File: config.mk
export PLATFORM = sky130hd
export DESIGN_NAME = pcs_fetch_seq
export DESIGN_NICKNAME = d
export VERILOG_FILES = /design/src/rtl/pcs_pkg.sv /design/src/rtl/pcs_ret_stack.sv /design/src/rtl/pcs_fold.sv /design/src/rtl/pcs_fetch_seq.sv
export SDC_FILE = /design/constraint.sdc
export NUM_CORES = 1
export LEC_CHECK = 0
export BUFFER_PORTS_ARGS = -buffer_cell sky130_fd_sc_hd__clkbuf_2
export CORE_UTILIZATION = 65
export CTS_BUF_LIST = sky130_fd_sc_hd__clkbuf_2 sky130_fd_sc_hd__clkbuf_4 sky130_fd_sc_hd__clkbuf_8
export DETAILED_ROUTE_END_ITERATION = 10
export PLACE_DENSITY_LB_ADDON = 0.15
export RECOVER_POWER = 100
export SLEW_MARGIN = 40
export SYNTH_ARGS = -nofsm -noshare
export SYNTH_HDL_FRONTEND = slang
export SYNTH_SLANG_ARGS = --single-unit
File: constraint.sdc
create_clock -name clk -period 3.36 [get_ports clk]
set_input_delay 0.168 -clock clk [delete_from_list [all_inputs] [get_ports clk]]
set_output_delay 0.168 -clock clk [all_outputs]
set_load 0.02 [all_outputs]
File: src/rtl/pcs_pkg.sv
package pcs_pkg;
    localparam int PC_W     = 13;
    localparam int IMPL_W   = 10;
    localparam int STK_DEPTH = 8;
    localparam logic [PC_W-1:0] VEC_RESET = 13'h0000;
    localparam logic [PC_W-1:0] VEC_IRQ   = 13'h0004;

    typedef enum logic [2:0] {
        OP_HOLD,
        OP_IRQ,
        OP_BRANCH,
        OP_POP,
        OP_INC
    } pc_op_e;
endpackage

File: src/rtl/pcs_ret_stack.sv
module pcs_ret_stack #(
    parameter int W     = 13,
    parameter int DEPTH = 8
) (
    input  logic         clk,
    input  logic         rst,
    input  logic         push,
    input  logic         pop,
    input  logic [W-1:0] push_val,
    output logic [W-1:0] top_val
);
    localparam int PTR_W = (DEPTH > 1) ? $clog2(DEPTH) : 1;

    typedef struct packed {
        logic [DEPTH-1:0][W-1:0] mem;
        logic [PTR_W-1:0]        ptr;
    } stk_t;

    stk_t st_d, st_q;
    logic [PTR_W-1:0] ptr_dec;

    assign ptr_dec = PTR_W'(st_q.ptr - 1'b1);
    assign top_val = st_q.mem[ptr_dec];

    always_comb begin
        st_d = st_q;
        if (push) begin
            st_d.mem[st_q.ptr] = push_val;
            st_d.ptr           = PTR_W'(st_q.ptr + 1'b1);
        end else if (pop) begin
            st_d.ptr = ptr_dec;
        end
    end

    always_ff @(posedge clk) begin
        if (rst) st_q <= '0;
        else     st_q <= st_d;
    end

    // ring pointer moves up by one on push
    a_r7_push_advance: assert property (@(posedge clk) disable iff (rst)
        (push && !rst) |=> (st_q.ptr == PTR_W'($past(st_q.ptr) + 1'b1)));
    // ring pointer moves down by one on pop
    a_r7_pop_retreat: assert property (@(posedge clk) disable iff (rst)
        (pop && !push && !rst) |=> (st_q.ptr == PTR_W'($past(st_q.ptr) - 1'b1)));
    // pushed value appears at the top next cycle
    a_r3_push_visible: assert property (@(posedge clk) disable iff (rst)
        (push && !rst) |=> (top_val == $past(push_val)));
endmodule

File: src/rtl/pcs_fold.sv
module pcs_fold #(
    parameter int PC_W   = 13,
    parameter int IMPL_W = 10
) (
    input  logic [PC_W-1:0] pc_in,
    output logic [PC_W-1:0] addr_out
);
    generate
        if (IMPL_W >= PC_W) begin : g_full
            assign addr_out = pc_in;
        end else begin : g_fold
            assign addr_out = {{(PC_W-IMPL_W){1'b0}}, pc_in[IMPL_W-1:0]};
        end
    endgenerate
endmodule

File: src/rtl/pcs_fetch_seq.sv
module pcs_fetch_seq
    import pcs_pkg::*;
#(
    parameter int CNT_W  = PC_W,
    parameter int MEM_W  = IMPL_W,
    parameter int DEPTH  = STK_DEPTH
) (
    input  logic             clk,
    input  logic             rst,
    input  logic             irq_take,
    input  logic             jump_en,
    input  logic             call_en,
    input  logic             ret_en,
    input  logic             reti_en,
    input  logic             retlw_en,
    input  logic             stall,
    input  logic [CNT_W-1:0] jump_tgt,
    output logic [CNT_W-1:0] fetch_addr
);
    typedef struct packed {
        logic [CNT_W-1:0] pc;
    } seq_t;

    seq_t             seq_d, seq_q;
    pc_op_e           op;
    logic             stk_push, stk_pop;
    logic [CNT_W-1:0] stk_top, pc_inc;

    assign pc_inc = CNT_W'(seq_q.pc + 1'b1);

    always_comb begin
        if (stall)                            op = OP_HOLD;
        else if (irq_take)                    op = OP_IRQ;
        else if (jump_en || call_en)          op = OP_BRANCH;
        else if (ret_en || reti_en || retlw_en) op = OP_POP;
        else                                  op = OP_INC;
    end

    always_comb begin
        seq_d    = seq_q;
        stk_push = 1'b0;
        stk_pop  = 1'b0;
        unique case (op)
            OP_HOLD:   seq_d.pc = seq_q.pc;
            OP_IRQ: begin
                seq_d.pc = CNT_W'(VEC_IRQ);
                stk_push = 1'b1;
            end
            OP_BRANCH: begin
                seq_d.pc = jump_tgt;
                stk_push = call_en;
            end
            OP_POP: begin
                seq_d.pc = stk_top;
                stk_pop  = 1'b1;
            end
            default:   seq_d.pc = pc_inc;
        endcase
    end

    always_ff @(posedge clk) begin
        if (rst) seq_q.pc <= CNT_W'(VEC_RESET);
        else     seq_q    <= seq_d;
    end

    pcs_ret_stack #(.W(CNT_W), .DEPTH(DEPTH)) u_stack (
        .clk      (clk),
        .rst      (rst),
        .push     (stk_push),
        .pop      (stk_pop),
        .push_val (pc_inc),
        .top_val  (stk_top)
    );

    pcs_fold #(.PC_W(CNT_W), .IMPL_W(MEM_W)) u_fold (
        .pc_in    (seq_q.pc),
        .addr_out (fetch_addr)
    );

    // interrupt entry lands on the vector
    a_r4_irq_vector: assert property (@(posedge clk) disable iff (rst)
        (irq_take && !stall && !rst) |=> (seq_q.pc == CNT_W'(VEC_IRQ)));
    // stall freezes the counter
    a_r8_stall_hold: assert property (@(posedge clk) disable iff (rst)
        (stall && !rst) |=> $stable(seq_q.pc));
    // jump without interrupt takes the target
    a_r3_jump_target: assert property (@(posedge clk) disable iff (rst)
        ((jump_en || call_en) && !irq_take && !stall && !rst) |=> (seq_q.pc == $past(jump_tgt)));
    // idle cycle advances by one
    a_r2_increment: assert property (@(posedge clk) disable iff (rst)
        (!rst && !stall && !irq_take && !jump_en && !call_en && !ret_en && !reti_en && !retlw_en)
        |=> (seq_q.pc == CNT_W'($past(seq_q.pc) + 1'b1)));
    // upper fetch bits never set
    a_r9_fold_high_zero: assert property (@(posedge clk) disable iff (rst)
        (fetch_addr >> MEM_W) == '0);
endmodule

==> metrics.md, run 1 <==
| Metric | Value |
|---|---|
| Register area share after synthesis | 41.2% |
| Max VDD drop | 0.232 mV |
| #FFs+latches synth | 93 |
| Placed insts | 529 |
| CP Launch Type | flop |
| Reg2Reg Setup Slack | 0.49 ns |
| Min-delay worst type | in -> reg |
| Initial antenna violation count | 0 |
| Total number of vias | 3532 |
| CTS buffer count | 9 |
| Starting Density | 66.9% |
| Setup violations, final | 0 |
| Input/output buffers | 28 |
| CP max stage delay | 0.91 ns |
| Antenna-violating nets left | 0 |
| Drt first pass iters | 4 |
| Status | finished clean |
| Slew Limit Fails | 0 |
| RR Startpoint | u_stack.st_q[2]$_SDFFE_PP0P_ |
| Commonest non-fill, non-tap cells in the layout | dfxtp_1 (93), nor2_1 (88), a211oi_1 (69) |
| Clk_lat worst skew | 0.37 ns |
| Mapped Area | 4520 sq um |
| Crit path buf inv count | 3 |
| Top delay family on crit path | simple AND/OR/NAND/NOR gates |
| Worst EP required | 3.63 ns |
| Worst path depth | 6 |
| Worst-Margin Slew | 1.29 ns |
| Initial DRC count | 239 |
| Core ar. | 6760 sq um |
| Post-synth EDFFs | 0 |
| Crit-path max FO | 8 |
| Fin. Hold Viols | 0 |
| Worst path cell trace | inv_1, nor4_1, clkbuf_1, clkbuf_1, nor2_1, a211oi_1 |
| Die width | 85.4 um |
| Post-DR vias/cell | 6.46 |
| Drt wl/cell | 19.2 um |
| Die area | 7290 sq um |
| First-pass GRT wire length | 17.1 mm |
| Most common cell after layout, fill and taps aside | dfxtp_1 |
| Max transition margin | 13.3% |
| Crit path capture type | flop |
| Vias in the first global route | 3320 |
| Max cap viols | 0 |
| R2r worst-path depth | 6 |
| Crit. Startpoint | u_stack.st_q[2]$_SDFFE_PP0P_ |
| Area grow syn2layout | 4.23% |
| GRT overflow | 0 |
| Tcrit/Tclk final | 85.4% |
| Prevailing post-synth register cell | dfxtp_1 |
| Aggregate global-route resource usage | 30.8% |
| HPWL after DPL | 6.96 mm |
| GPL Wtd Cong | 0.861 |
| Crit path kind | reg -> reg |
| Yosys warnings | 0 |
| Reg-to-Reg End | u_stack.st_q[98]$_SDFFE_PP0P_ |
| Most frequent CP cell | clkbuf_1 |
| CTS tree | built |
| Std cell rows | 30 |
| N_diodes | 0 |
| Setup TNS | 0 ns |
| NumNets Final | 487 |
| Leak Pwr | 1.52 nW |
| Area occupied by multi-input gates | 2320 sq um |
| Final wirelength | 10.5 mm |
| Final Skew | 0.0122 ns |
| Synth Area per Inst | 10.1 sq um |
| Ratio of cells with drive above 1 in the final layout | 15.6% |
| Share of flip-flops with an asynchronous set or reset | 0% |
| Fin crit period | 2.87 ns |
| Worst path arrival time | 3.14 ns |
| Depth of the CTS H-tree | 3 |
| CTS clk-pin slew, worst paths | 0.10 ns |
| CTS sink count | 93 |
| Buffers inserted by post-CTS timing repair | 0 |
| Largest net degree at the start of global routing | 58 |
| Fmax | 0.348 GHz |
| Clock Path Buffers | 2 |
| Synth Instances | 446 |
| Slowest CP cell | nor4_1 |
| RSZ-0062 raised after global routing | false |
| Hold buffer count at CTS | 0 |
| Chip height | 85.4 um |
| Crit path to | u_stack.st_q[98]$_SDFFE_PP0P_ |
| Hold WS | 0.154 ns |
| # IOs | 35 |
| Fill cells | 550 |
| Power Density | 488 nW/um^2 |
| DRC | 0 |
| Fin cells | 547 |
| Post-CTS Resized | 0 |
| Clk root buf | clkbuf_8 |
| Netlist cell types | 53 |
| Seq. cell area | 1860 sq um |
## Yosys cell counts (all sizes together) (2+ instances only)
cell type	instances	area, sq um
dfxtp	93	1860
nor2	88	330
a211oi	69	518
mux2i	27	270
buf	22	185
mux4	19	428
clkbuf	17	63.8
nand2	11	43.8
nand3	11	55.1
a21oi	9	45.0
nor3	9	100
xor2	6	52.6
inv	5	18.8
nor4	5	97.6
xnor2	5	43.8
or2	4	25.0
ha	3	37.5
o211a	3	30.0
a2111oi	2	23.8
a41o	2	20.0
nand2b	2	12.5
nand3b	2	15.0
nand4	2	12.5
nor2b	2	12.5
nor3b	2	15.0
nor4b	2	17.5
o21bai	2	15.0
o31a	2	17.5
o31ai	2	15.0
o32ai	2	17.5
or3	2	12.5
## registers in the layout (all words and copies together), names as in the netlist
register      cells
seq_q            10
u_stack.st_q     83
## report_power, final
part / internal (mW) / switching [mW]
clock: 0.353 / 0.425
sequential: 1.14 / 0.0344
combinational: 0.131 / 0.213
total: 1.63 / 0.672
## how the worst min path moves through the flow
stage          cells after the start                             to                           from
3_5_place_dp                       2  u_stack.st_q[29]$_SDFFE_PP0P_  u_stack.st_q[29]$_SDFFE_PP0P_
3_3_place_gp                       2  u_stack.st_q[81]$_SDFFE_PP0P_  u_stack.st_q[81]$_SDFFE_PP0P_
2_1_floorplan                      2          seq_q[2]$_SDFFE_PP0P_                            rst
6_report                           4          seq_q[4]$_SDFFE_PP0P_                    jump_tgt[4]
4_1_cts                            4          seq_q[4]$_SDFFE_PP0P_                    jump_tgt[4]
5_1_grt                            4          seq_q[4]$_SDFFE_PP0P_                    jump_tgt[4]
## worst register-to-register path, stage by stage (launching register included)
cell,delay [ns]
dfxtp_1,0.52
inv_1,0.21
nor4_1,0.91
clkbuf_1,0.35
clkbuf_1,0.41
nor2_1,0.10
a211oi_1,0.29
## metrics by stage
step	setup slack (ns)	area (sq um)	utilization (%)	power, mW
CTS	0.780	4830	71.4	2.32
detailed placement	0.793	4620	68.4	1.56
global placement	0.877	4590	68.0	1.55
global route	0.401	4710	69.8	2.38
floorplan	1.05	4530	-	1.48
finish	0.490	4710	69.8	2.30
## cell type report
type / instances / share of cell area (%)
flip-flops and latches: 93 / 39.5
inverters: 6 / 0.478
repair buffers: 42 / 4.38
clock buffers: 9 / 2.63
multi-input cells: 310 / 49.2
well taps: 80 / 2.12
clock inverters: 7 / 1.70
## routing by layer
layer / track usage (%) / part of all wire (%)
met1: 41.2 / 45
met2: 50.0 / 48
met3: 6.71 / 5.4
met4: 9.85 / 1.6
met5: 0 / 0
## logic make-up after synthesis
| family | count (synthesis) | share of synthesized area, % |
|---|---|---|
| buffers and inverters | 45 | 6.00 |
| and+or+nand+nor | 145 | 17.1 |
| other | 1 | 0.0829 |
| muxes | 46 | 15.4 |
| adders and majority gates | 3 | 0.830 |
| xor gates and xnor gates | 11 | 2.13 |
| AOI/OAI and AO/OA | 102 | 17.3 |
| DFF | 93 | 41.2 |
Note: power is estimated with default switching activity, not from simulation.
==> run 2, diff against run 1 <==
ABC_AREA = 1   (was not set)
CORE_ASPECT_RATIO = 1.25   (was not set)
==> metrics.md, run 2 <==
| Metric | Value |
|---|---|
| Status | complete, but fails checks (was finished clean) |
| Failing checks | capacitance limit, slew limit |
| #FFs+latches synth | 93 (unchanged) |
| Crit path kind | reg -> reg (unchanged) |
| Die width | 78.6 um (was 85.4 um) |
| Aggregate global-route resource usage | 32.4% (was 30.8%) |
| Die area | 7690 sq um (was 7290 sq um) |
| HPWL after DPL | 7.36 mm (was 6.96 mm) |
| R2r worst-path depth | 9 (was 6) |
| GPL Wtd Cong | 0.874 (was 0.861) |
| Netlist cell types | 33 (was 53) |
| Input/output buffers | 28 (unchanged) |
| Crit path buf inv count | 2 (was 3) |
| Commonest non-fill, non-tap cells in the layout | nand2_1 (201), dfxtp_1 (93), inv_1 (62) (was dfxtp_1 (93), nor2_1 (88), a211oi_1 (69)) |
| Yosys warnings | 0 (unchanged) |
| Post-synth top area share | 39.0% (was 41.2%) |
| Clk root buf | clkbuf_8 (unchanged) |
| Min-delay worst type | in -> reg (unchanged) |
| Fin crit period | 2.81 ns (was 2.87 ns) |
| Vias in the first global route | 4119 (was 3320) |
| Antenna-violating nets left | 0 (unchanged) |
| Fill cells | 617 (was 550) |
| CP max stage delay | 1.09 ns (was 0.91 ns) |
| Hold buffer count at CTS | 0 (unchanged) |
| Register area share after synthesis | 39.0% (was 41.2%) |
| Initial antenna violation count | 0 (unchanged) |
| Worst-Margin Slew | 1.69 ns (was 1.29 ns) |
| Crit path capture type | flop (unchanged) |
| Drt wl/cell | 15.5 um (was 19.2 um) |
| Worst path arrival time | 3.10 ns (was 3.14 ns) |
| Max cap viols | 2 (was 0) |
| Reg2Reg Setup Slack | 0.55 ns (was 0.49 ns) |
| Top reg by flops | u_stack.st_q (unchanged) |
| Slowest CP cell | xnor2_1 (was nor4_1) |
| Total number of vias | 4520 (was 3532) |
| Top cells by count, synth | nand2_1 (201), dfxtp_1 (93), inv_1 (62) (was dfxtp_1 (93), nor2_1 (88), a211oi_1 (69)) |
| Max transition margin | -13.1% (was 13.3%) |
| Most common cell in the netlist | nand2_1 (was dfxtp_1) |
| CTS tree | built (unchanged) |
| Max reg flops | 83 (unchanged) |
| Worst path depth | 9 (was 6) |
| Depth of the CTS H-tree | 3 (unchanged) |
| Final wirelength | 11.9 mm (was 10.5 mm) |
| Slew Limit Fails | 57 (was 0) |
| Top cells by area, synth | dfxtp_1 (39%), nand2_1 (16%), a21oi_1 (6.3%), nand3_1 (6.3%), o211ai_1 (5.0%) (was dfxtp_1 (41%), a211oi_1 (11%), mux4_2 (9.5%), nor2_1 (7.3%), mux2i_1 (6.0%)) |
| Worst path cell trace | inv_1, ha_1, xnor2_1, inv_2, nand2_1, nand3_1, nand3_1, nor2_1, nor2_1 (was inv_1, nor4_1, clkbuf_1, clkbuf_1, nor2_1, a211oi_1) |
| Post-synth EDFFs | 0 (unchanged) |
| Largest regs | u_stack.st_q: 83 flops, seq_q: 10 flops (unchanged) |
| CP Launch Type | flop (unchanged) |
| Share of flip-flops with an asynchronous set or reset | 0% (unchanged) |
| GRT overflow | 0 (unchanged) |
| Std cell rows | 34 (was 30) |
| Ratio of cells with drive above 1 in the final layout | 9.75% (was 15.6%) |
| Drt first pass iters | 6 (was 4) |
| Crit. Startpoint | u_stack.st_q[1]$_SDFFE_PP0P_ (was u_stack.st_q[2]$_SDFFE_PP0P_) |
| Leak Pwr | 2.19 nW (was 1.52 nW) |
| Max VDD drop | 0.337 mV (was 0.232 mV) |
| Clock Path Buffers | 2 (unchanged) |
| Yosys top cell by area | dfxtp_1 (unchanged) |
| Starting Density | 68.0% (was 66.9%) |
| Chip height | 97.8 um (was 85.4 um) |
| Clk_lat worst skew | 0.36 ns (was 0.37 ns) |
| DRC | 0 (unchanged) |
| First-pass GRT wire length | 19.5 mm (was 17.1 mm) |
| Setup violations, final | 0 (unchanged) |
| Post-DR vias/cell | 5.89 (was 6.46) |
| Reg-to-Reg End | seq_q[9]$_SDFFE_PP0P_ (was u_stack.st_q[98]$_SDFFE_PP0P_) |
| Synth Instances | 671 (was 446) |
| Prevailing post-synth register cell | dfxtp_1 (unchanged) |
| CTS clk-pin slew, worst paths | 0.10 ns (about the same) |
| Worst EP required | 3.65 ns (was 3.63 ns) |
| Initial DRC count | 423 (was 239) |
| NumNets Final | 697 (was 487) |
| Fmax | 0.356 GHz (was 0.348 GHz) |
| N_diodes | 0 (unchanged) |
| Tcrit/Tclk final | 83.7% (was 85.4%) |
| Buffers inserted by post-CTS timing repair | 0 (unchanged) |
| RR Startpoint | u_stack.st_q[1]$_SDFFE_PP0P_ (was u_stack.st_q[2]$_SDFFE_PP0P_) |
| # IOs | 35 (unchanged) |
| Largest net degree at the start of global routing | 57 (was 58) |
| Area grow syn2layout | 2.62% (was 4.23%) |
| RSZ-0062 raised after global routing | false (unchanged) |
| Synth Area per Inst | 7.11 sq um (was 10.1 sq um) |
| Setup TNS | 0 ns (unchanged) |
| Mapped Area | 4770 sq um (was 4520 sq um) |
| Power Density | 482 nW/um^2 (was 488 nW/um^2) |
| CTS sink count | 93 (unchanged) |
| Post-CTS Resized | 0 (unchanged) |
| Most common cell after layout, fill and taps aside | nand2_1 (was dfxtp_1) |
| Core ar. | 7020 sq um (was 6760 sq um) |
| Final Skew | 0.0161 ns (was 0.0122 ns) |
| Crit path to | seq_q[9]$_SDFFE_PP0P_ (was u_stack.st_q[98]$_SDFFE_PP0P_) |
| CTS buffer count | 9 (unchanged) |
| Hold WS | 0.0862 ns (was 0.154 ns) |
| Top delay family on crit path | XOR/XNOR gates (was simple AND/OR/NAND/NOR gates) |
| Fin. Hold Viols | 0 (unchanged) |
| Crit-path max FO | 12 (was 8) |
run 2: layout make-up:
class | count | area [sq um] | area share (%)
tap | 90 | 113 | 2.30
sequential | 93 | 1860 | 38.0
clock inverter | 5 | 41.3 | 0.843
timing repair buffer | 33 | 158 | 3.22
clock buffer | 11 | 151 | 3.09
multi-input combinational | 462 | 2280 | 46.6
inverter | 73 | 290 | 5.93
run 2: worst min-delay path by stage:
stage	start	to	cells after the start
floorplan	rst	seq_q[1]$_SDFFE_PP0P_	3
global placement	jump_tgt[2]	seq_q[2]$_SDFFE_PP0P_	3
detailed placement	jump_tgt[2]	seq_q[2]$_SDFFE_PP0P_	3
CTS	jump_tgt[2]	seq_q[2]$_SDFFE_PP0P_	3
global route	jump_tgt[2]	seq_q[2]$_SDFFE_PP0P_	3
finish	jump_tgt[2]	seq_q[2]$_SDFFE_PP0P_	3
run 2: worst reg2reg max path, stage by stage, from the launching register on:
cell     delay, ns
dfxtp_1       0.41
inv_1         0.10
ha_1          0.20
xnor2_1       1.09
inv_2         0.37
nand2_1       0.19
nand3_1       0.14
nand3_1       0.11
nor2_1        0.04
nor2_1        0.09
run 2: per-stage QoR:
stage	cell area [sq um]	setup WS, ns	util [%]	power [mW]	cells
after detailed placement	4750	0.956	67.6	1.66	751
after global routing	4900	0.481	69.8	2.47	767
after global placement	4750	0.969	67.6	1.65	751
final	4900	0.549	69.8	2.36	767
after floorplan	4780	1.47	-	1.56	673
after CTS	4940	0.926	70.4	2.37	767
run 2: where the power goes:
part           leakage [nW]  total, mW  internal (mW)  switching, mW
Combinational          1.34      0.449          0.132          0.318
Clock                0.0926      0.727          0.316          0.411
Sequential            0.755       1.19           1.15         0.0366
Total                  2.19       2.36           1.60          0.765
run 2: cell families (layout without fill, tap and decap cells):
kind of cell / Yosys count / after routing / share of synthesized area, %
AOI/OAI and AO/OA: 149 / 149 / 17.6
xor gates and xnor gates: 5 / 5 / 1.08
DFF: 93 / 93 / 39.0
other: 1 / 3 / 0.0786
adders and majority gates: 3 / 3 / 0.787
and+or+nand+nor: 302 / 302 / 28.6
buffers and inverters: 118 / 122 / 12.8
run 2: layer usage:
| layer | up-vias | wire, um | part of all wire (%) | GRT usage, % |
|---|---|---|---|---|
| li1 | 2180 | - | - | - |
| met1 | 2075 | 4950 | 42 | 42.0 |
| met2 | 236 | 5690 | 48 | 53.5 |
| met3 | 29 | 1010 | 8.5 | 4.39 |
| met4 | 0 | 231 | 1.9 | 14.1 |
| met5 | - | 0 | 0 | 0 |
